### config.mk
export PLATFORM = sky130hd
export DESIGN_NAME = lns_muldiv
export DESIGN_NICKNAME = d
export VERILOG_FILES = /design/src/rtl/lnsmd_pkg.sv /design/src/rtl/lnsmd_log_rom.sv /design/src/rtl/lnsmd_addsub.sv /design/src/rtl/lnsmd_alog_rom.sv /design/src/rtl/lns_muldiv.sv
export SDC_FILE = /design/constraint.sdc
export NUM_CORES = 1
export LEC_CHECK = 0
export CAP_MARGIN = 20
export CORE_MARGIN = 1
export CORE_UTILIZATION = 45
export CTS_CLUSTER_SIZE = 14
export DETAILED_ROUTE_END_ITERATION = 8
export PLACE_DENSITY = 0.61
export SLEW_MARGIN = 5
export SYNTH_ARGS = -nofsm -noshare
export SYNTH_HDL_FRONTEND = slang
export SYNTH_SLANG_ARGS = --single-unit
### constraint.sdc
create_clock -name clk_i -period 4.93 [get_ports clk_i]
set_clock_uncertainty 0.2 [all_clocks]
set_input_delay 0.493 -clock clk_i [delete_from_list [all_inputs] [get_ports clk_i]]
set_output_delay 0.493 -clock clk_i [all_outputs]
set_load 0.05 [all_outputs]
### src/rtl/lnsmd_pkg.sv
package lnsmd_pkg;
  localparam int FRAC_W = 8;
  localparam int LOG_W  = FRAC_W + 1;
  localparam int DEPTH  = 1 << FRAC_W;

  // log2(1 + k/256) * 256, by repeated squaring in Q16
  function automatic int log_entry(int k);
    longint m;
    int r;
    m = longint'(DEPTH + k) << (16 - FRAC_W);
    r = 0;
    for (int i = 0; i < 12; i++) begin
      m = (m * m) >> 16;
      r = r << 1;
      if (m >= 64'sd131072) begin
        m = m >> 1;
        r = r | 1;
      end
    end
    return (r + 8) >> 4;
  endfunction

  // 2^(2^b / 256) in Q20
  function automatic longint root_q20(int b);
    case (b)
      0: return 64'sd1051419;
      1: return 64'sd1054270;
      2: return 64'sd1059994;
      3: return 64'sd1071537;
      4: return 64'sd1095000;
      5: return 64'sd1143480;
      6: return 64'sd1246975;
      default: return 64'sd1482910;
    endcase
  endfunction

  // (2^(j/256) * scale - 1) * 256, clamped
  function automatic int alog_entry(int j, int scale_q8);
    longint p;
    longint t;
    p = longint'(1) << 20;
    for (int b = 0; b < FRAC_W; b++)
      if (((j >> b) & 1) == 1) p = (p * root_q20(b)) >> 20;
    t = (p * longint'(scale_q8) + (longint'(1) << 19)) >> 20;
    t = t - DEPTH;
    if (t < 0) t = 0;
    if (t > DEPTH - 1) t = DEPTH - 1;
    return int'(t);
  endfunction
endpackage

### src/rtl/lnsmd_log_rom.sv
module lnsmd_log_rom
  import lnsmd_pkg::*;
(
  input  logic              clk_i,
  input  logic              rst_ni,
  input  logic [FRAC_W-1:0] addr_a_i,
  input  logic [FRAC_W-1:0] addr_b_i,
  output logic [LOG_W-1:0]  q_a_o,
  output logic [LOG_W-1:0]  q_b_o
);
  logic [LOG_W-1:0] tbl [DEPTH];

  for (genvar k = 0; k < DEPTH; k++) begin : g_ent
    localparam logic [LOG_W-1:0] ENT = LOG_W'(log_entry(k));
    assign tbl[k] = ENT;
  end

  always_ff @(posedge clk_i or negedge rst_ni) begin
    if (!rst_ni) begin
      q_a_o <= '0;
      q_b_o <= '0;
    end else begin
      q_a_o <= tbl[addr_a_i];
      q_b_o <= tbl[addr_b_i];
    end
  end
endmodule

### src/rtl/lnsmd_addsub.sv
module lnsmd_addsub
  import lnsmd_pkg::*;
#(
  parameter int EXP_W = 6,
  localparam int RES_W = EXP_W + 2
) (
  input  logic                    clk_i,
  input  logic                    rst_ni,
  input  logic                    valid_i,
  input  logic                    div_i,
  input  logic [LOG_W-1:0]        log_a_i,
  input  logic [LOG_W-1:0]        log_b_i,
  input  logic signed [EXP_W-1:0] exp_a_i,
  input  logic signed [EXP_W-1:0] exp_b_i,
  output logic                    valid_o,
  output logic [FRAC_W-1:0]       frac_o,
  output logic signed [RES_W-1:0] exp_o
);
  logic [LOG_W-1:0]        sum, diff;
  logic                    carry, borrow;
  logic signed [RES_W-1:0] ea_x, eb_x, exp_n;
  logic [FRAC_W-1:0]       frac_n;

  always_comb begin
    sum    = log_a_i + log_b_i;
    diff   = log_a_i - log_b_i;
    carry  = sum[FRAC_W];
    borrow = diff[FRAC_W];
    ea_x   = {{(RES_W-EXP_W){exp_a_i[EXP_W-1]}}, exp_a_i};
    eb_x   = {{(RES_W-EXP_W){exp_b_i[EXP_W-1]}}, exp_b_i};
    if (div_i) begin
      frac_n = diff[FRAC_W-1:0];
      exp_n  = ea_x - eb_x - {{(RES_W-1){1'b0}}, borrow};
    end else begin
      frac_n = sum[FRAC_W-1:0];
      exp_n  = ea_x + eb_x + {{(RES_W-1){1'b0}}, carry};
    end
  end

  always_ff @(posedge clk_i or negedge rst_ni) begin
    if (!rst_ni) begin
      valid_o <= 1'b0;
      frac_o  <= '0;
      exp_o   <= '0;
    end else begin
      valid_o <= valid_i;
      frac_o  <= frac_n;
      exp_o   <= exp_n;
    end
  end
endmodule

### src/rtl/lnsmd_alog_rom.sv
module lnsmd_alog_rom
  import lnsmd_pkg::*;
#(
  parameter int SCALE_Q8 = 256
) (
  input  logic              clk_i,
  input  logic              rst_ni,
  input  logic [FRAC_W-1:0] addr_i,
  output logic [FRAC_W-1:0] q_o
);
  logic [FRAC_W-1:0] tbl [DEPTH];

  for (genvar j = 0; j < DEPTH; j++) begin : g_ent
    localparam logic [FRAC_W-1:0] ENT = FRAC_W'(alog_entry(j, SCALE_Q8));
    assign tbl[j] = ENT;
  end

  always_ff @(posedge clk_i or negedge rst_ni) begin
    if (!rst_ni) q_o <= '0;
    else         q_o <= tbl[addr_i];
  end
endmodule

### src/rtl/lns_muldiv.sv
module lns_muldiv
  import lnsmd_pkg::*;
#(
  parameter int EXP_W    = 6,
  parameter int SCALE_Q8 = 256,
  localparam int RES_W   = EXP_W + 2
) (
  input  logic                    clk_i,
  input  logic                    rst_ni,
  input  logic                    in_valid_i,
  input  logic                    mode_i,
  input  logic [FRAC_W-1:0]       a_frac_i,
  input  logic signed [EXP_W-1:0] a_exp_i,
  input  logic [FRAC_W-1:0]       b_frac_i,
  input  logic signed [EXP_W-1:0] b_exp_i,
  output logic                    out_valid_o,
  output logic [FRAC_W-1:0]       res_frac_o,
  output logic signed [RES_W-1:0] res_exp_o
);
  // stage 1: log lookup, sidebands
  logic [LOG_W-1:0]        s1_log_a, s1_log_b;
  logic                    s1_valid, s1_div;
  logic signed [EXP_W-1:0] s1_exp_a, s1_exp_b;

  lnsmd_log_rom u_log (
    .clk_i    (clk_i),
    .rst_ni   (rst_ni),
    .addr_a_i (a_frac_i),
    .addr_b_i (b_frac_i),
    .q_a_o    (s1_log_a),
    .q_b_o    (s1_log_b)
  );

  always_ff @(posedge clk_i or negedge rst_ni) begin
    if (!rst_ni) begin
      s1_valid <= 1'b0;
      s1_div   <= 1'b0;
      s1_exp_a <= '0;
      s1_exp_b <= '0;
    end else begin
      s1_valid <= in_valid_i;
      s1_div   <= mode_i;
      s1_exp_a <= a_exp_i;
      s1_exp_b <= b_exp_i;
    end
  end

  // stage 2: combine logs, exponent update
  logic                    s2_valid;
  logic [FRAC_W-1:0]       s2_frac;
  logic signed [RES_W-1:0] s2_exp;

  lnsmd_addsub #(.EXP_W(EXP_W)) u_addsub (
    .clk_i   (clk_i),
    .rst_ni  (rst_ni),
    .valid_i (s1_valid),
    .div_i   (s1_div),
    .log_a_i (s1_log_a),
    .log_b_i (s1_log_b),
    .exp_a_i (s1_exp_a),
    .exp_b_i (s1_exp_b),
    .valid_o (s2_valid),
    .frac_o  (s2_frac),
    .exp_o   (s2_exp)
  );

  // stage 3: antilog lookup
  lnsmd_alog_rom #(.SCALE_Q8(SCALE_Q8)) u_alog (
    .clk_i  (clk_i),
    .rst_ni (rst_ni),
    .addr_i (s2_frac),
    .q_o    (res_frac_o)
  );

  always_ff @(posedge clk_i or negedge rst_ni) begin
    if (!rst_ni) begin
      out_valid_o <= 1'b0;
      res_exp_o   <= '0;
    end else begin
      out_valid_o <= s2_valid;
      res_exp_o   <= s2_exp;
    end
  end
endmodule

# Word-level counts from Yosys, hierarchy flattened
# Memory sizes are Yosys's and may differ from the RTL's. A register that Yosys moved wholly into a read port is not among the register bits.
# Index checks and enable logic that the tools add are counted.
dict set report word_totals {
  regBits 40
  romBits 6656
  inputBits 32
  output_inout_bits 17
  word_cells 26
  memories 3
}
# name words width read_ports rd_clocked_by_memory_dff wr line
set memory_table {}
lappend memory_table {{(no name shown)} 256 9 1 1 0 lnsmd_log_rom.sv:23} ;# q_a_o <= tbl[addr_a_i];
lappend memory_table {{(no name shown)} 256 9 1 1 0 lnsmd_log_rom.sv:24} ;# q_b_o <= tbl[addr_b_i];
lappend memory_table {{(no name shown)} 256 8 1 1 0 lnsmd_alog_rom.sv:20} ;# else q_o <= tbl[addr_i];
dict set report op_classes {
  add_sub_neg 6
  muxes 2
  n_bitwise 3
  reduce_logical 3
}
# op count
set ops {}
lappend ops {{NOT 8 -> 9 bit} 3}
lappend ops {{2-to-1 mux 8 bit} 2}
lappend ops {{adder 9 bit} 1}
lappend ops {{subtractor 9 bit} 1}
lappend ops {{adder 8 x 1 -> 8 bit} 1}
lappend ops {{subtractor 8 x 1 -> 8 bit} 1}
lappend ops {{adder 6 x 6 -> 7 bit} 1}
lappend ops {{subtractor 6 x 6 -> 7 bit} 1}
lappend ops {{logical NOT 1 bit} 3}

# Depth between registers and ports, before layout
# Gate-level depths: netlist of the first run.
dict set report logic_depth {
  word_depth 3
  mapped_depth 15
  depth_no_buf 15
}

# Cells and area by module
# A second synthesis of the first run with hierarchy kept.
dict set report hier_totals {
  cells_unflattened 1162
  hier_area_um2 8899.8
}
# module n_inst cells_each area_per_inst_um2 seq_area_each_um2
set modules_own_cells {}
lappend modules_own_cells {lnsmd_log_rom 1 628 4438.0 400.4}
lappend modules_own_cells {lnsmd_alog_rom 1 312 2104.5 200.2}
lappend modules_own_cells {lnsmd_addsub 1 199 1781.7 425.4}
lappend modules_own_cells {lns_muldiv 1 23 575.6 575.6}

# Worst setup path before layout of the first run
# OpenSTA, ideal clock, no wires.
dict set report synth_timing {
  kind {input-to-reg}
  startpoint {input port b_frac_i[1]}
  endpoint {register u_log.q_b_o[0]}
  setup_ns 0.138
  t_arrival_ns 2.508
  required_time_ns 4.592
  slack_ns 2.083
  stages 9
  n_path_buf 2
  path_cell_list {clkbuf_1 -> inv_1 -> ha_1 -> buf_2 -> or2_1 -> o211ai_1 -> o21ai_0 -> mux4_2 -> mux4_2}
}
dict set report synth_via {
  elab_chain_cells 1
}
# item line
set synth_lines {}
lappend synth_lines {{from (decl)} lns_muldiv.sv:14} ;# input logic [FRAC_W-1:0] b_frac_i,
lappend synth_lines {{NOT 8 -> 9 bit (not written as such)} lnsmd_log_rom.sv:24}
lappend synth_lines {{to (decl)} lnsmd_log_rom.sv:9} ;# output logic [LOG_W-1:0] q_b_o
# Every way passes these cells.

# Final worst setup path of the first run
dict set report layout_timing {
  startpoint {input port b_frac_i[0]}
  endpoint {register u_log.q_b_o[0]}
}
# The elaborated chain is that of the path after synthesis.

==> results of run 1 <==
==> repair_timing <==
item / 4_1_cts / 5_1_grt
setup buffers: 0 / 0
endpoints found under the hold margin: 15 / 0
hold buffers: 1 / 0
==> power by group through the flow <==
stage               Combinational (W)  Sequential [W]  Clock (W)
global route                  0.00265        0.000858   0.000739
global placement              0.00237        0.000845          0
floorplan                     0.00189        0.000870          0
detailed placement            0.00237        0.000844          0
finish                        0.00241        0.000838   0.000701
CTS                           0.00238        0.000834   0.000717
==> worst paths after layout <==
path | from | end | slack [ps] | cells past startpoint
max | b_frac_i[0] | u_log.q_b_o[0] | 1500 | 8
min | u_addsub.exp_o[6] | res_exp_o[6] | 150 | 0
max reg2reg | u_addsub.frac_o[0] | u_alog.q_o[0] | 1590 | 8
min reg2reg | u_addsub.exp_o[6] | res_exp_o[6] | 150 | 0
max in group asynchronous | rst_ni | u_addsub.frac_o[3] | 3160 | 3
min in group asynchronous | rst_ni | u_alog.q_o[1] | 380 | 2
==> through the flow <==
step	setup slack (ps)	cells	hold WS [ps]	area [um2]	util
2_1_floorplan	2083	1120	-2.591	8608	-
4_1_cts	1524	1323	147.0	9250	0.4945
6_report	1503	1323	145.8	9250	0.4945
3_3_place_gp	1250	1306	131.7	8909	0.4763
3_5_place_dp	1164	1306	134.7	8909	0.4763
5_1_grt	1297	1323	150.9	9250	0.4945
==> cell usage in the layout (no fill, tap or decap), types with 11 or more instances in the layout <==
cell type / instances
nand3_1: 19
o221ai_1: 12
a221oi_1: 11
mux4_2: 17
a311oi_1: 13
nor2b_1: 26
nor2_1: 82
clkdlybuf4s50_1: 44
inv_1: 52
a211oi_1: 21
o211ai_1: 27
nand2b_1: 22
a31oi_1: 25
a21oi_1: 100
o311ai_0: 12
ha_1: 66
mux2i_1: 34
buf_4: 19
dfrtp_1: 63
nor3_1: 20
xnor2_1: 15
xor2_1: 14
o21ai_0: 84
nand2_1: 104
==> state kept, by name, summed over array words and instances (netlist names) <==
name,flops
s1_valid,1
u_addsub.valid_o,1
u_alog.q_o,8
s1_exp_b,6
res_exp_o,8
u_log.q_a_o,8
u_addsub.frac_o,8
s1_div,1
u_addsub.exp_o,8
u_log.q_b_o,8
s1_exp_a,6
out_valid_o,1
==> critical path, stage by stage <==
cell and delay (ps):
clkdlybuf4s50_1 740, inv_1 250, ha_1 630, nand2_1 130, o21ai_0 130, o21ai_0 100, mux4_2 470, mux4_2 470
==> cells by family (layout without fill, tap and decap cells) <==
family | after synthesis | in the layout
adders and majority gates | 73 | 73
xor gates and xnor gates | 29 | 29
and+or+nand+nor | 321 | 321
muxes | 52 | 52
AOI/OAI and AO/OA | 407 | 407
buffers and inverters | 174 | 143
DFF | 64 | 64
==> routing by layer <==
metal  part of all wire  global-route usage
met5                  0                   0
met2               0.46              0.3703
met1               0.46              0.3236
met4              0.015             0.07114
met3              0.063             0.02325
==> layout make-up <==
| type | count | area, um2 | area share |
|---|---|---|---|
| repair buffers | 68 | 613.1 | 0.06628 |
| clock buffers | 10 | 239.0 | 0.02584 |
| multi-input cells | 882 | 6188 | 0.6690 |
| inverters | 59 | 221.5 | 0.02394 |
| well taps | 234 | 292.8 | 0.03165 |
| clock inverters | 6 | 92.59 | 0.01001 |
| flip-flops and latches | 64 | 1603 | 0.1733 |
==> flow_metrics.env, run 1 <==
export IMPL_max_cap_violations=0
export IMPL_fmax_mhz=291.8
export IMPL_powerDensity_nw_per_um2=427.3
export IMPL_grt_max_degree=62
export IMPL_detailed_place_hpwl_um=15200
export IMPL_power_switching_w=0.001871
export IMPL_fin_tns_setup_ps=0
export IMPL_synth_fa_ha_area_frac=0.1087
export IMPL_nFillCells=1823
export IMPL_netlist_top_cells_area="dfrtp_1, ha_1, a21oi_1, o21ai_0, nand2_1"
export IMPL_rows=50
export IMPL_synth_cell_type_count=82
export IMPL_cts_tree="done"
export IMPL_cts_root_buf="clkbuf_16"
export IMPL_finalSetupViolCount=0
export IMPL_grt_usage=0.2301
export IMPL_cp_max_fo=14
export IMPL_viasPerCell=6.286
export IMPL_final_max_slew_viol_count=0
export IMPL_tightest_slew_ps=897.2
export IMPL_cts_buffers=9
export IMPL_synth_seq_cells=64
export IMPL_start_util=0.4602
export IMPL_path_class="in -> reg"
export IMPL_overflow=0
export IMPL_core_um2=18710
export IMPL_route_detailed_drc=0
export IMPL_wire_per_inst_um=16.94
export IMPL_cp_arrival_ps=3420
export IMPL_die_h_um=140.3
export IMPL_start_kind="input port"
export IMPL_synth_edf_count=0
export IMPL_vdd_drop_max_mv=0.2324
export IMPL_yosysMostFrequentCell="nand2_1"
export IMPL_fp_dieW_um=140.3
export IMPL_period_needed_ps=3427
export IMPL_post_route_cells_drive_above_1_share=0.07438
export IMPL_ys_flop_type="dfrtp_1"
export IMPL_clock_power_share=0.177
export IMPL_worst_skew_pair_late_latency_ps=340
export IMPL_clockBufferDepth=2
export IMPL_yosys_area_share_simple=0.1799
export IMPL_first_pass_iters=5
export IMPL_intPower_w=0.002082
export IMPL_hp_class="reg -> reg"
export IMPL_cts_num_sinks=64
export IMPL_muxShareOfSynthArea=0.08532
export IMPL_power_total_w=0.003953
export IMPL_synth_cells=1120
export IMPL_postRouteAntennaNets=0
export IMPL_rsz0062_at_grt="false"
export IMPL_synthArstFlopShare=1.000
export IMPL_wl_um=22410
export IMPL_grt_pass1_vias=7437
export IMPL_ys_seq_area_frac=0.1860
export IMPL_synth_xor_area_frac=0.02951
export IMPL_diodes=0
export IMPL_syn_to_final_growth_pct=7.456
export IMPL_power_frac_comb=0.611
export IMPL_synth_top_family_by_area="compound AO/OA/AOI/OAI gates"
export IMPL_seqPwrFrac=0.212
export IMPL_grt_first_pass_wirelength_um=37600
export IMPL_syn_avg_cell_area_um2=7.686
export IMPL_synth_area_um2=8608
export IMPL_vias=8317
export IMPL_cts_resized=0
export IMPL_critPathCaptureType="flop"
export IMPL_io_buffers=48
export IMPL_dieArea_um2=19690
export IMPL_syn_nets=1222
export IMPL_p_leak_nw=3.758
export IMPL_hold_violations=0
export IMPL_antenna_found_initial=0
export IMPL_drtIter0Drc=770
export IMPL_cp_required_ps=4930
export IMPL_yosys_warnings=0
export IMPL_ys_top_cells_by_count="nand2_1, a21oi_1, o21ai_0, nor2_1, ha_1"
export IMPL_p_sw_frac=0.4733
export IMPL_synth_compound_area_frac=0.3154
export IMPL_period_share=0.6950
export IMPL_slew_headroom=0.4019
export IMPL_yosysTopAreaCell="dfrtp_1"
export IMPL_io_pins=49
export IMPL_place_congestion=0.8716
export IMPL_nets=1186
export IMPL_netlist_area_leader_share=0.1860
export IMPL_h_tree_depth=3
export IMPL_status="completed"
export IMPL_path_clk_slew_ps=50
Note: power is estimated with default switching activity, not from simulation.
==> inputs of run 2 (changes only) <==
Settings changed: PLACE_DENSITY 0.61 to 0.63.
Clock period 4.93 ns to 3 ns, I/O delays scaled along.
==> run 2 against run 1 <==
Via count up 2.4%; global-route usage up 0.38 points; total power up 69%; count of clock-buffer cells in the layout unchanged; sequential cell count unchanged; critical path depth up 7; largest power group unchanged.
==> flow_metrics.env, run 2 (synthesis gave the netlist of run 1 again) <==
export IMPL_status="completed"
export IMPL_syn_to_final_growth_pct=14.11
export IMPL_route_met2_wl_um=10830
export IMPL_rows=50
export IMPL_route_detailed_drc=0
export IMPL_antenna_found_initial=0
export IMPL_fmax_mhz=345.5
export IMPL_m1WireLength_um=10380
export IMPL_final_max_slew_viol_count=0
export IMPL_path_class="reg -> reg"
export IMPL_fin_tns_setup_ps=0
export IMPL_mostFrequentLayoutCell="nand2_1"
export IMPL_powerDensity_nw_per_um2=679.4
export IMPL_wire_per_inst_um=16.68
export IMPL_tightest_slew_ps=721.7
export IMPL_clockBufferDepth=2
export IMPL_r2r_cells=15
export IMPL_cts_root_buf="clkbuf_16"
export IMPL_critPathCaptureType="flop"
export IMPL_period_share=0.9648
export IMPL_grt_usage=0.2339
export IMPL_p_leak_nw=4.033
export IMPL_post_route_cells_drive_above_1_share=0.1325
export IMPL_cp_max_fo=3
export IMPL_hp_class="reg -> reg"
export IMPL_slew_headroom=0.5112
export IMPL_overflow=0
export IMPL_worst_skew_pair_late_latency_ps=330
export IMPL_detailed_place_hpwl_um=16200
export IMPL_viasPerCell=6.199
export IMPL_grt_pass1_vias=7795
export IMPL_hold_slack_ps=146.1
export IMPL_rsz0062_at_grt="true"
export IMPL_cts_num_sinks=64
export IMPL_vdd_drop_max_mv=0.3400
export IMPL_h_tree_depth=3
export IMPL_dieArea_um2=19690
export IMPL_vias=8518
export IMPL_max_cap_violations=0
export IMPL_drtIter0Drc=817
export IMPL_grt_max_degree=62
export IMPL_io_pins=49
export IMPL_start_kind="flop"
export IMPL_post_route_util=0.5252
export IMPL_path_clk_slew_ps=60
export IMPL_wl_um=22920
export IMPL_nets=1237
export IMPL_place_congestion=0.8999
export IMPL_wl_met3_um=1219
export IMPL_cp_arrival_ps=2890
export IMPL_postRouteAntennaNets=0
export IMPL_mostFrequentLayoutCells="nand2_1, a21oi_1, nor2_1, o21ai_0, dfrtp_1"
export IMPL_start_util=0.4602
export IMPL_power_total_w=0.006674
export IMPL_min_path_cells=0
export IMPL_core_um2=18710
export IMPL_grt_first_pass_wirelength_um=38160
export IMPL_cp_required_ps=3000
export IMPL_dr_max_layer_used="met4"
export IMPL_diodes=0
export IMPL_first_pass_iters=6
export IMPL_finalSetupViolCount=0
export IMPL_die_h_um=140.3
export IMPL_hold_violations=0
export IMPL_cts_tree="done"
export IMPL_period_needed_ps=2894
export IMPL_fp_dieW_um=140.3
export IMPL_io_buffers=48
export IMPL_cts_buffers=9
run 2: worst max-delay path, cell delays in order, from the launching register on:
cell	delay, ps
dfrtp_1	380
inv_1	70
ha_2	190
fa_2	200
nor2b_1	60
o21ai_2	170
a21boi_2	80
o21ai_1	120
nand2b_1	80
a221oi_2	260
ha_2	250
ha_4	140
nand2_2	70
nor4_4	220
xor2_1	170
mux2i_1	80
run 2: path summary, 6_finish.rpt:
| path | startpoint | endpoint | slack [ps] |
|---|---|---|---|
| max in group asynchronous | rst_ni | u_addsub.frac_o[3] | 1780 |
| min reg2reg | u_addsub.exp_o[7] | res_exp_o[7] | 150 |
| max | u_log.q_a_o[0] | u_addsub.exp_o[6] | 110 |
| min | u_addsub.exp_o[7] | res_exp_o[7] | 150 |
| max reg2reg | u_log.q_a_o[0] | u_addsub.exp_o[6] | 110 |
| min in group asynchronous | rst_ni | u_alog.q_o[1] | 210 |
run 2: cell type report:
cell class	instances	area, um2
multi-input combinational	882	6311
tap	234	292.8
inverter	59	221.5
clock inverter	6	70.07
timing repair buffer	119	1096
clock buffer	10	229.0
fill	1768	8882
sequential	64	1603
run 2: through the flow:
stage	std cells	instance area [um2]	setup slack, ps
6_report	1374	9823	105.5
5_1_grt	1374	9823	-64.52
4_1_cts	1373	9699	39.10
3_5_place_dp	1356	9384	-81.88
3_3_place_gp	1356	9384	14.98
2_1_floorplan	1120	8608	217.5
run 2: where the power goes:
part	switching, W	internal, W	total, W
clock network	0.000390	0.000645	0.00104
registers	0.000231	0.00106	0.00129
logic	0.00253	0.00182	0.00435
run 2: per-layer routing:
metal / vias to the layer above / global-route usage
met5: - / 0
li1: 4178 / -
met2: 312 / 0.3826
met3: 45 / 0.02462
met4: 0 / 0.08560
met1: 3983 / 0.3188
run 2: what timing repair did:
action                     in CTS  in global routing
hold endpoints to repair       14                  0
setup endpoints to repair       1                  5
gates cloned                    0                  0
pin swaps                       0                 19
setup buffers                   0                  1
hold buffers                    1                  0
gates resized for setup         2                 26
==> inputs of run 3 (changes only) <==
Settings changed: CORE_MARGIN 1 to 2, CORE_UTILIZATION 45 to 56, PLACE_DENSITY 0.63 to 0.77.
==> run 3 against run 2 <==
Sequential cell count did not move; clock power fell by 5%; sequential share of layout area rose by 0.23 points; die area fell by 17%; largest power group unchanged.
==> flow_metrics.env, run 3 (synthesis gave the netlist of run 1 again) <==
export IMPL_critPathLaunch="u_log.q_a_o[0]"
export IMPL_min_path_cells=0
export IMPL_antenna_found_initial=0
export IMPL_cts_root_buf="clkbuf_16"
export IMPL_vdd_drop_max_mv=0.3509
export IMPL_p_leak_nw=4.026
export IMPL_timing_rr_start="u_log.q_a_o[0]"
export IMPL_hold_end="res_exp_o[3]"
export IMPL_first_pass_iters=6
export IMPL_cpPeakStageDelay_ps=380
export IMPL_rsz0062_at_grt="true"
export IMPL_start_kind="flop"
export IMPL_fp_dieW_um=128.0
export IMPL_hold_violations=0
export IMPL_nFillCells=1305
export IMPL_fmax_mhz=335.6
export IMPL_crit_path_top_delay_cell="dfrtp_1"
export IMPL_place_congestion=0.9344
export IMPL_finalWorstSetupSlack_ps=20.33
export IMPL_wire_per_inst_um=17.36
export IMPL_grt_pass1_vias=7923
export IMPL_placed_area_um2=9289
export IMPL_cts_tree="done"
export IMPL_overflow=0
export IMPL_viasPerCell=6.621
export IMPL_h_tree_depth=3
export IMPL_start_util=0.5705
export IMPL_route_detailed_drc=0
export IMPL_r2r_cells=15
export IMPL_mostFrequentLayoutCells="nand2_1, a21oi_1, nor2_1, o21ai_0, buf_4"
export IMPL_critPathCaptureType="flop"
export IMPL_worst_skew_pair_late_latency_ps=340
export IMPL_dieArea_um2=16380
export IMPL_finalSetupViolCount=0
export IMPL_dp_cells=1310
export IMPL_cp_required_ps=3000
export IMPL_cpLargestDelayFamily="adder cells"
export IMPL_mostFrequentLayoutCell="nand2_1"
export IMPL_core_um2=15090
export IMPL_rows=45
export IMPL_detailed_place_hpwl_um=15820
export IMPL_tightest_slew_ps=818.1
export IMPL_nets=1238
export IMPL_syn_to_final_growth_pct=12.51
export IMPL_period_share=0.9932
export IMPL_wl_um=23070
export IMPL_vias=8799
export IMPL_diodes=0
export IMPL_cp_max_fo=3
export IMPL_grt_usage=0.2793
export IMPL_period_needed_ps=2980
export IMPL_hp_start="u_addsub.exp_o[3]"
export IMPL_path_cells="inv_1 > ha_2 > fa_2 > nor2b_1 > o21ai_1 > a21boi_1 > o21ai_1 > nand2b_1 > a221oi_2 > ha_2 > ha_4 > nand2_4 > nor4_4 > xor2_1 > mux2i_1"
export IMPL_finalNonFillerCells=1329
export IMPL_post_route_cells_drive_above_1_share=0.1323
export IMPL_power_total_w=0.006608
export IMPL_design_area_um2=9686
export IMPL_powerDensity_nw_per_um2=682.2
export IMPL_slew_headroom=0.4460
export IMPL_pre_cts_ws_ps=-119.6
export IMPL_io_pins=49
export IMPL_hold_slack_ps=146.2
export IMPL_drtIter0Drc=1056
export IMPL_max_cap_violations=0
export IMPL_rr_endpoint="u_addsub.exp_o[6]"
export IMPL_cp_num_buf_inv=1
export IMPL_postRouteAntennaNets=0
export IMPL_grt_first_pass_wirelength_um=38120
export IMPL_reg2reg_slack_ps=20
export IMPL_io_buffers=48
export IMPL_hp_class="reg -> reg"
export IMPL_grt_max_degree=62
export IMPL_path_clk_slew_ps=60
export IMPL_path_class="reg -> reg"
export IMPL_cts_buffers=9
export IMPL_die_h_um=128.0
export IMPL_cp_arrival_ps=2980
export IMPL_final_max_slew_viol_count=0
export IMPL_clockBufferDepth=2
export IMPL_status="completed"
export IMPL_cts_num_sinks=64
[run 3: cell count changes in the layout (fill, tap and decap cells not counted), sizes merged]
cell	delta
clkinv	+1
clkinvlp	-1
buf	+1
bufinv	-1
inv	+1
[run 3: where the power goes]
group | total [W] | switching [W] | internal (W)
Combinational | 0.00437 | 0.00257 | 0.00180
Clock | 0.000991 | 0.000409 | 0.000582
Sequential | 0.00125 | 0.000191 | 0.00106
[run 3: area by class of cell]
type / instances / area [um2] / share of cell area
flip-flops and latches: 64 / 1603 / 0.1655
well taps: 188 / 235.2 / 0.02429
inverters: 59 / 221.5 / 0.02287
multi-input cells: 882 / 6279 / 0.6482
clock inverters: 6 / 42.54 / 0.004392
repair buffers: 120 / 1066 / 0.1101
clock buffers: 10 / 239.0 / 0.02467
[run 3: timing repair]
action	CTS	global route
pin swaps	0	15
hold buffers	1	0
buffers inserted	0	2
endpoints found under the hold margin	35	0
gates resized for setup	2	22
setup endpoints to repair	4	5
[run 3: stage by stage]
| step | util | TNS [ps] |
|---|---|---|
| finish | 0.6419 | 0 |
| global route | 0.6419 | -550.9 |
| CTS | 0.6353 | 0 |
| floorplan | - | 0 |
| global placement | 0.6156 | -21.26 |
| detailed placement | 0.6156 | -147.4 |
[run 3: worst reg2reg max path: cells and delay by family, from the launching register on]
| family | cells | cell delay (ps) |
|---|---|---|
| AO/OA/AOI/OAI | 4 | 710 |
| flip-flops | 1 | 380 |
| AND/OR/NAND/NOR | 4 | 420 |
| adder cells (fa/ha/maj) | 4 | 810 |
| buffers and inverters | 1 | 70 |
| XOR/XNOR | 1 | 180 |
| multiplexers | 1 | 90 |
[run 3: worst max path at each step]
stage,endpoint,slack [ps],cells after the start
after floorplan,u_addsub.exp_o[6],220,13
after detailed placement,u_addsub.exp_o[6],-120,15
final,u_addsub.exp_o[6],20,15
after CTS,u_addsub.exp_o[6],20,15
after global placement,u_addsub.exp_o[6],-20,15
after global routing,u_addsub.exp_o[6],-150,14
[run 3: metal layers]
layer / track usage / routed length [um]
met1: 0.3750 / 9779
met2: 0.4589 / 10990
met3: 0.04048 / 1697
met4: 0.1021 / 599
met5: 0 / 0
